[src/rtl/synth_cfg_pkg.sv]
package synth_cfg_pkg;
    localparam int MOD_W  = 9;
    localparam int DIV_W  = 2;
    localparam int TST_W  = 3;
    localparam int WORD_W = TST_W + DIV_W + MOD_W;

    localparam logic [MOD_W-1:0] MOD_RST = MOD_W'(200);
    localparam logic [DIV_W-1:0] DIV_RST = '0;
    localparam logic [TST_W-1:0] TST_RST = '0;

    // Serial word layout: test code on top, modulus at the bottom.
    typedef struct packed {
        logic [TST_W-1:0] tst;
        logic [DIV_W-1:0] div;
        logic [MOD_W-1:0] mod;
    } cfg_word_t;
endpackage

[src/rtl/synth_cfg_sync.sv]
// Multi-stage level synchronizer for a bundle of asynchronous control lines.
module synth_cfg_sync #(
    parameter int          WIDTH   = 4,
    parameter int          STAGES  = 2,
    parameter logic [WIDTH-1:0] RST_VAL = '0
) (
    input  logic             clk,
    input  logic             rst_n,
    input  logic [WIDTH-1:0] async_i,
    output logic [WIDTH-1:0] sync_o
);
    logic [STAGES-1:0][WIDTH-1:0] pipe_d, pipe_q;

    always_comb begin
        pipe_d[0] = async_i;
        for (int s = 1; s < STAGES; s++) begin
            pipe_d[s] = pipe_q[s-1];
        end
    end

    always_ff @(posedge clk or negedge rst_n) begin
        if (!rst_n) begin
            pipe_q <= {STAGES{RST_VAL}};
        end else begin
            pipe_q <= pipe_d;
        end
    end

    assign sync_o = pipe_q[STAGES-1];
endmodule

[src/rtl/synth_cfg_shift.sv]
// Serial shift register with its own rising-edge detector on the shift clock.
module synth_cfg_shift #(
    parameter int LEN = 14
) (
    input  logic           clk,
    input  logic           rst_n,
    input  logic           sclk_lvl_i,
    input  logic           sdata_i,
    output logic [LEN-1:0] sreg_o
);
    typedef struct packed {
        logic [LEN-1:0] sreg;
        logic           sclk_prev;
    } shift_st_t;

    shift_st_t st_d, st_q;

    always_comb begin
        st_d           = st_q;
        st_d.sclk_prev = sclk_lvl_i;
        if (sclk_lvl_i && !st_q.sclk_prev) begin
            st_d.sreg = {st_q.sreg[LEN-2:0], sdata_i};
        end
    end

    always_ff @(posedge clk or negedge rst_n) begin
        if (!rst_n) begin
            st_q <= '0;
        end else begin
            st_q <= st_d;
        end
    end

    assign sreg_o = st_q.sreg;
endmodule

[src/rtl/synth_cfg_latch.sv]
// Configuration latches: parallel path with priority, serial path second.
module synth_cfg_latch
    import synth_cfg_pkg::*;
(
    input  logic             clk,
    input  logic             rst_n,
    input  logic             pload_n_lvl_i,
    input  logic             sload_lvl_i,
    input  logic [MOD_W-1:0] par_mod_i,
    input  logic [DIV_W-1:0] par_div_i,
    input  cfg_word_t        sword_i,
    output logic [MOD_W-1:0] mod_o,
    output logic [DIV_W-1:0] div_o,
    output logic [TST_W-1:0] tst_o,
    output logic             obs_o,
    output logic             upd_o
);
    typedef struct packed {
        logic [MOD_W-1:0] mod;
        logic [DIV_W-1:0] div;
        logic [TST_W-1:0] tst;
        logic             obs;
        logic             upd;
    } latch_st_t;

    latch_st_t st_d, st_q;

    always_comb begin
        st_d     = st_q;
        st_d.upd = 1'b0;
        if (!pload_n_lvl_i) begin
            st_d.mod = par_mod_i;
            st_d.div = par_div_i;
            st_d.tst = '0;
        end else if (sload_lvl_i) begin
            st_d.mod = sword_i.mod;
            st_d.div = sword_i.div;
            st_d.tst = sword_i.tst;
        end
        st_d.upd = (st_d.mod != st_q.mod) || (st_d.div != st_q.div);
        // Observation tap: last stage of the shift register in normal mode.
        st_d.obs = (st_d.tst == '0) ? sword_i.tst[TST_W-1] : 1'b0;
    end

    always_ff @(posedge clk or negedge rst_n) begin
        if (!rst_n) begin
            st_q <= '{mod: MOD_RST, div: DIV_RST, tst: TST_RST, obs: 1'b0, upd: 1'b0};
        end else begin
            st_q <= st_d;
        end
    end

    assign mod_o = st_q.mod;
    assign div_o = st_q.div;
    assign tst_o = st_q.tst;
    assign obs_o = st_q.obs;
    assign upd_o = st_q.upd;
endmodule

[src/rtl/synth_cfg_port.sv]
module synth_cfg_port
    import synth_cfg_pkg::*;
#(
    parameter int SYNC_STAGES = 2
) (
    input  logic             clk,
    input  logic             rst_n,
    input  logic             par_load_n_i,
    input  logic [MOD_W-1:0] par_mod_i,
    input  logic [DIV_W-1:0] par_div_i,
    input  logic             ser_data_i,
    input  logic             ser_clk_i,
    input  logic             ser_load_i,
    output logic [MOD_W-1:0] mod_o,
    output logic [DIV_W-1:0] div_o,
    output logic [TST_W-1:0] test_o,
    output logic             obs_o,
    output logic             update_o
);
    localparam int IDX_SDATA = 0;
    localparam int IDX_SCLK  = 1;
    localparam int IDX_SLOAD = 2;
    localparam int IDX_PLOAD = 3;
    localparam int NSIG      = 4;
    // Idle levels: parallel strobe high, everything else low.
    localparam logic [NSIG-1:0] SYNC_RST = NSIG'(1) << IDX_PLOAD;

    logic [NSIG-1:0]   async_bus, sync_bus;
    logic [WORD_W-1:0] sreg;
    logic              pload_n_lvl;

    assign async_bus[IDX_SDATA] = ser_data_i;
    assign async_bus[IDX_SCLK]  = ser_clk_i;
    assign async_bus[IDX_SLOAD] = ser_load_i;
    assign async_bus[IDX_PLOAD] = par_load_n_i;
    assign pload_n_lvl          = sync_bus[IDX_PLOAD];

    synth_cfg_sync #(
        .WIDTH   (NSIG),
        .STAGES  (SYNC_STAGES),
        .RST_VAL (SYNC_RST)
    ) sync_i (
        .clk     (clk),
        .rst_n   (rst_n),
        .async_i (async_bus),
        .sync_o  (sync_bus)
    );

    synth_cfg_shift #(
        .LEN (WORD_W)
    ) shift_i (
        .clk        (clk),
        .rst_n      (rst_n),
        .sclk_lvl_i (sync_bus[IDX_SCLK]),
        .sdata_i    (sync_bus[IDX_SDATA]),
        .sreg_o     (sreg)
    );

    synth_cfg_latch latch_i (
        .clk           (clk),
        .rst_n         (rst_n),
        .pload_n_lvl_i (pload_n_lvl),
        .sload_lvl_i   (sync_bus[IDX_SLOAD]),
        .par_mod_i     (par_mod_i),
        .par_div_i     (par_div_i),
        .sword_i       (cfg_word_t'(sreg)),
        .mod_o         (mod_o),
        .div_o         (div_o),
        .tst_o         (test_o),
        .obs_o         (obs_o),
        .upd_o         (update_o)
    );
endmodule

[config.mk]
export PLATFORM = sky130hd
export DESIGN_NAME = synth_cfg_port
export DESIGN_NICKNAME = d
export VERILOG_FILES = /design/src/rtl/synth_cfg_pkg.sv /design/src/rtl/synth_cfg_sync.sv /design/src/rtl/synth_cfg_shift.sv /design/src/rtl/synth_cfg_latch.sv /design/src/rtl/synth_cfg_port.sv
export SDC_FILE = /design/constraint.sdc
export NUM_CORES = 1
export LEC_CHECK = 0
export ABC_AREA = 1
export BUFFER_PORTS_ARGS = -buffer_cell sky130_fd_sc_hd__buf_4
export CAP_MARGIN = 20
export CELL_PAD_IN_SITES_DETAIL_PLACEMENT = 1
export CELL_PAD_IN_SITES_GLOBAL_PLACEMENT = 1
export CORE_ASPECT_RATIO = 1.4
export CORE_UTILIZATION = 41
export DETAILED_ROUTE_END_ITERATION = 8
export PLACE_DENSITY = 0.89
export SETUP_SLACK_MARGIN = 0.5
export SYNTH_ARGS = -nofsm -noshare
export SYNTH_HDL_FRONTEND = slang
export SYNTH_HIERARCHICAL = 1
export SYNTH_SLANG_ARGS = --single-unit
[constraint.sdc]
create_clock -name clk -period 1.8 [get_ports clk]
set_input_delay 0.18 -clock clk [delete_from_list [all_inputs] [get_ports clk]]
set_output_delay 0.18 -clock clk [all_outputs]
set_load 0.01 [all_outputs]
; After elaboration in Yosys (flattened, before gate mapping)
; Cells that the tools add are included.
[totals]
reg_bits = 39
output_inout_bits = 16
wordCells = 18
[op_classes]
eq_ne = 2
muxes = 3
n_reduce_logical = 4
[ops]
columns = cell, n
row1 = $mux W14, 2
row2 = $ne A9 B9 Y1, 1
row3 = $logic_not A3 Y1, 1
row4 = $ne A2 B2 Y1, 1
row5 = $logic_and A1 B1 Y1, 1
row6 = $logic_not A1 Y1, 1
row7 = $logic_or A1 B1 Y1, 1
row8 = $mux W1, 1

; Longest topological paths before layout
[depth]
ltp_word = 4
depth_mapped = 11
mapped_depth_nobuf = 9

; Modules after synthesis
; The synthesis kept the hierarchy.
[by_module_without_submodules]
columns = module, n_inst, cells_each, area_each_um2
row1 = synth_cfg_latch, 1, 175, 1128.6
row2 = synth_cfg_shift, 1, 76, 689.4
row3 = synth_cfg_sync, 1, 8, 202.7

; Worst setup path after synthesis
; OpenSTA, ideal clock, no wires.
[synth_path]
path_kind = reg2reg
startpoint = register sync_i.pipe_q, in the netlist sync_i/sync_o[3]
endpoint = register latch_i.st_q, in the netlist latch_i/upd_o
setup_time_ns = 0.125
t_arrival_ns = 1.212
t_required_ns = 1.675
setup_slack_ns = 0.463
path_stages_with_launch = 9
path_buffers = 2
period_less_slack_ns = 1.337
path_cell_list = dfstp_2 > buf_2 > buf_4 > or2_0 > nand3_1 > nand2_1 > nand2_1 > nor2_1 > nand3_1
[synth_rtl]
columns = item, line_no
row1 = start: declaration, synth_cfg_sync.sv:12  ; logic [STAGES-1:0][WIDTH-1:0] pipe_d, pipe_q;
row2 = start signal: assignment, synth_cfg_sync.sv:23  ; pipe_q <= {STAGES{RST_VAL}};
row3 = start signal: assignment, synth_cfg_sync.sv:25  ; pipe_q <= pipe_d;
row4 = end signal: assignment, synth_cfg_latch.sv:47  ; st_q <= '{mod: MOD_RST, div: DIV_RST, tst: TST_RST, obs: 1'b0, upd: 1'b0};
row5 = end signal: assignment, synth_cfg_latch.sv:49  ; st_q <= st_d;
row6 = end: declaration, synth_cfg_latch.sv:26  ; latch_st_t st_d, st_q;

==> impl_metrics.tcl <==
set metrics [dict create \
    outcome "finished, final reports clean" \
    min_to "latch_i/div_o[0]$_DFF_PN0_" \
    fin_crit_sh_pct 84.30 \
    setup_viol 0 \
    yosysWarningCount 6 \
    wire_per_inst_um 15.24 \
    start_kind "flip-flop" \
    worst_ep_arrival_time_ns 1.68 \
    h-tree-depth 2 \
    core_mm2 0.004644 \
    ir_worst_vdd_mv 0.4606 \
    total_power_w 0.002255 \
    antenna_cells 0 \
    power.share.clock_pct 29.3 \
    synth_edf_count 0 \
    path_cells "buf_6 > buf_6 > o21ai_4 > a21oi_2 > nor4_1" \
    fin_skew_ns 0.006461 \
    p_comb_share_pct 21.7 \
    fin_setup_tns_ns 0 \
    min_period_ns 1.517 \
    place_congestion 0.7688 \
    ys.flop_type "dfrtp_1" \
    critPathKind "reg -> reg" \
    grtUsageTotal_pct 22.70 \
    fmax_mhz 659.0 \
    vias_per_cell 5.117 \
    crit_slowest_cell "dfrtp_4" \
    rr_worst_depth 5 \
    synth_area_mm2 0.002021 \
    grt_pass1_vias 1893 \
    synth_top_family_by_area "simple AND/OR/NAND/NOR gates" \
    cts_made_buffers 5 \
    drv_cap 0 \
    cts_tree "yes" \
    hold_viol 0 \
    synth_compound_area_share_pct 1.610 \
    pwr-share-seq_pct 49.0 \
    worstPathMaxFanout 8 \
    ant_nets 0 \
    drt_iter0_markers 93 \
    clockBufferDepth 2 \
    min_path_cells 3 \
    root_buffer "clkbuf_8" \
    seq_area_frac_synth_pct 48.61 \
    die_h_um 85.07 \
    startpoint "sync_i/sync_o[2]$_DFF_PN0_" \
    min_path_type "in -> reg" \
    final_nets 313 \
    multi_input_area_um2 810.8 \
    initial_core_util_pct 43.51 \
    netlist_instances 259 \
    fp-row-count 29 \
    clock-sinks 39 \
    route.detailed.drc 0 \
    cellPowerDensity_mw_per_mm2 904.7 \
    firstDrtPassIters 4 \
    drv_slew 0 \
    synthArstFlopShare_pct 100.0 \
    synthAdderAreaFrac_pct 0 \
    p_leak_nw 1.330 \
    swShare_pct 31.04 \
    min_from "par_div_i[0]" \
    place_inst 333 \
    finalNonFillerCells 359 \
    die_area_mm2 0.005217 \
    hold_ws_ns 0.1124 \
    avgSynthCellArea_um2 7.802 \
    yosysUniqueCellTypes 22 \
    clk-insertion-delay-late_ns 0.29 \
    synthMuxAreaShare_pct 0 \
    slew_headroom_pct 66.99 \
    globalRouteOverflowTotal 0 \
    syn_nets 276 \
    area.growth.synth_to_final_pct 23.34 \
    synth-simple-area-share_pct 37.40 \
    end_kind "flip-flop" \
    antenna_found_initial 0 \
    port_buffers 32 \
    slowest_delay_ns 0.55 \
    die_w_um 61.33 \
    r2r_start "sync_i/sync_o[2]$_DFF_PN0_" \
    dp_hpwl_um 3327 \
    drive_gt1_share_pct 26.26 \
    ys_seq_elements 39 \
    grt_max_degree 40 \
    p_int_w 0.001555 \
    fillers 596 \
    rrSetupSlack_ns 0.28 \
    synth_xor_area_share_pct 0 \
    r2r-end "latch_i/obs_o$_DFF_PN0_" \
    rsz0062_at_grt "true" \
    worst_slew_pin_slew_ns 0.4952 \
    ios 33 \
    cp.required_ns 1.96 \
    grt_pass1_wl_um 8880 \
    switchingPower_w 0.0006999 \
    vias 1837 \
    cp_common_cell "buf_6" \
    wl_um 5472 \
    clk_pin_slew_ns 0.08 \
    seq_area_um2 989.7 \
]
## timing repair
action / in CTS / in global routing
hold buffers: 5 / 0
gates resized for setup: 5 / 10
pin swaps: 0 / 2
endpoints found under the hold margin: 38 / 0
setup endpoints to repair: 6 / 2
setup buffers: 5 / 8
## final cells by class
cell class | instances | share of cell area, %
repair buffers | 54 | 17.87
inverters | 16 | 2.610
flip-flops and latches | 39 | 39.71
clock inverters | 1 | 0.3012
well taps | 62 | 3.112
clock buffers | 7 | 3.865
multi-input cells | 180 | 32.53
## power by group through the flow
| stage | Clock [W] | Combinational (W) | Sequential, W |
|---|---|---|---|
| final | 0.000660 | 0.000490 | 0.00111 |
| after global routing | 0.000716 | 0.000555 | 0.00112 |
| after CTS | 0.000681 | 0.000457 | 0.00110 |
| after detailed placement | 0 | 0.000426 | 0.00111 |
| after global placement | 0 | 0.000406 | 0.00111 |
| after floorplan | 0 | 0.000346 | 0.00109 |
## sequential cells by signal (all words and copies together), names as in the netlist
name / count
latch_i/mod_o: 9
latch_i/upd_o: 1
sync_i/pipe_d: 4
sync_i/sync_o: 4
shift_i/sreg_o: 14
shift_i/st_q: 1
latch_i/obs_o: 1
latch_i/div_o: 2
latch_i/tst_o: 3
## stage by stage
stage          utilization (%)  cell area [µm²]  worst slack, ns
2_1_floorplan                -             2027           0.5173
6_report                 53.66             2492           0.2826
3_5_place_dp             47.28             2196           0.1591
4_1_cts                  51.75             2404           0.3379
3_3_place_gp             47.28             2196           0.2308
5_1_grt                  53.66             2492           0.2401
## worst max-delay path: cells and delay by family (launching register included)
family | cells | cell delay [ns]
compound gates | 2 | 0.17
buf+inv | 2 | 0.28
flops | 1 | 0.55
simple gates | 1 | 0.39
## layer usage
metal  global-route usage, %  share of wire [%]  up-vias
li1                        -                  -      875
met1                   28.13                 42      912
met2                   39.43                 54       41
met3                   3.659                3.3        9
met4                   6.869                1.2        0
met5                       0                  0        -
## logic make-up (layout without fill, tap and decap cells)
logic type,count (synthesis),in the layout
AOI/OAI and AO/OA,6,6
buffers and inverters,40,78
DFF,39,39
and+or+nand+nor,174,174
## placed cells by master (no fill, tap or decap), types with 5 or more instances in the layout
| cell type | instances |
|---|---|
| or2_2 | 6 |
| nand2_1 | 105 |
| buf_4 | 44 |
| dfrtp_1 | 33 |
| nand3_1 | 44 |
| dlygate4sd3_1 | 5 |
| nor2_1 | 6 |
| clkbuf_8 | 7 |
| inv_1 | 13 |
## synth_stat cells, types with 3 or more instances
cell / number / area share (%)
inv_1: 13 / 2.4
or2_2: 6 / 1.9
dfstp_2: 5 / 6.5
buf_6: 4 / 2.2
dfrtp_1: 34 / 42
nand2_1: 105 / 20
nor2_1: 7 / 1.3
buf_4: 16 / 5.9
nand2_2: 3 / 0.93
or2_0: 3 / 0.93
nand3b_1: 3 / 1.1
buf_2: 4 / 0.99
nand3_1: 45 / 11
## worst max-delay path by stage
stage,endpoint,slack (ns),cells after the start
6_report,latch_i/obs_o$_DFF_PN0_,0.28,5
5_1_grt,latch_i/upd_o$_DFF_PN0_,0.24,7
4_1_cts,latch_i/upd_o$_DFF_PN0_,0.34,7
3_5_place_dp,latch_i/upd_o$_DFF_PN0_,0.16,9
3_3_place_gp,latch_i/upd_o$_DFF_PN0_,0.23,9
2_1_floorplan,latch_i/upd_o$_DFF_PN0_,0.52,8
Note: power is estimated with default switching activity, not from simulation.
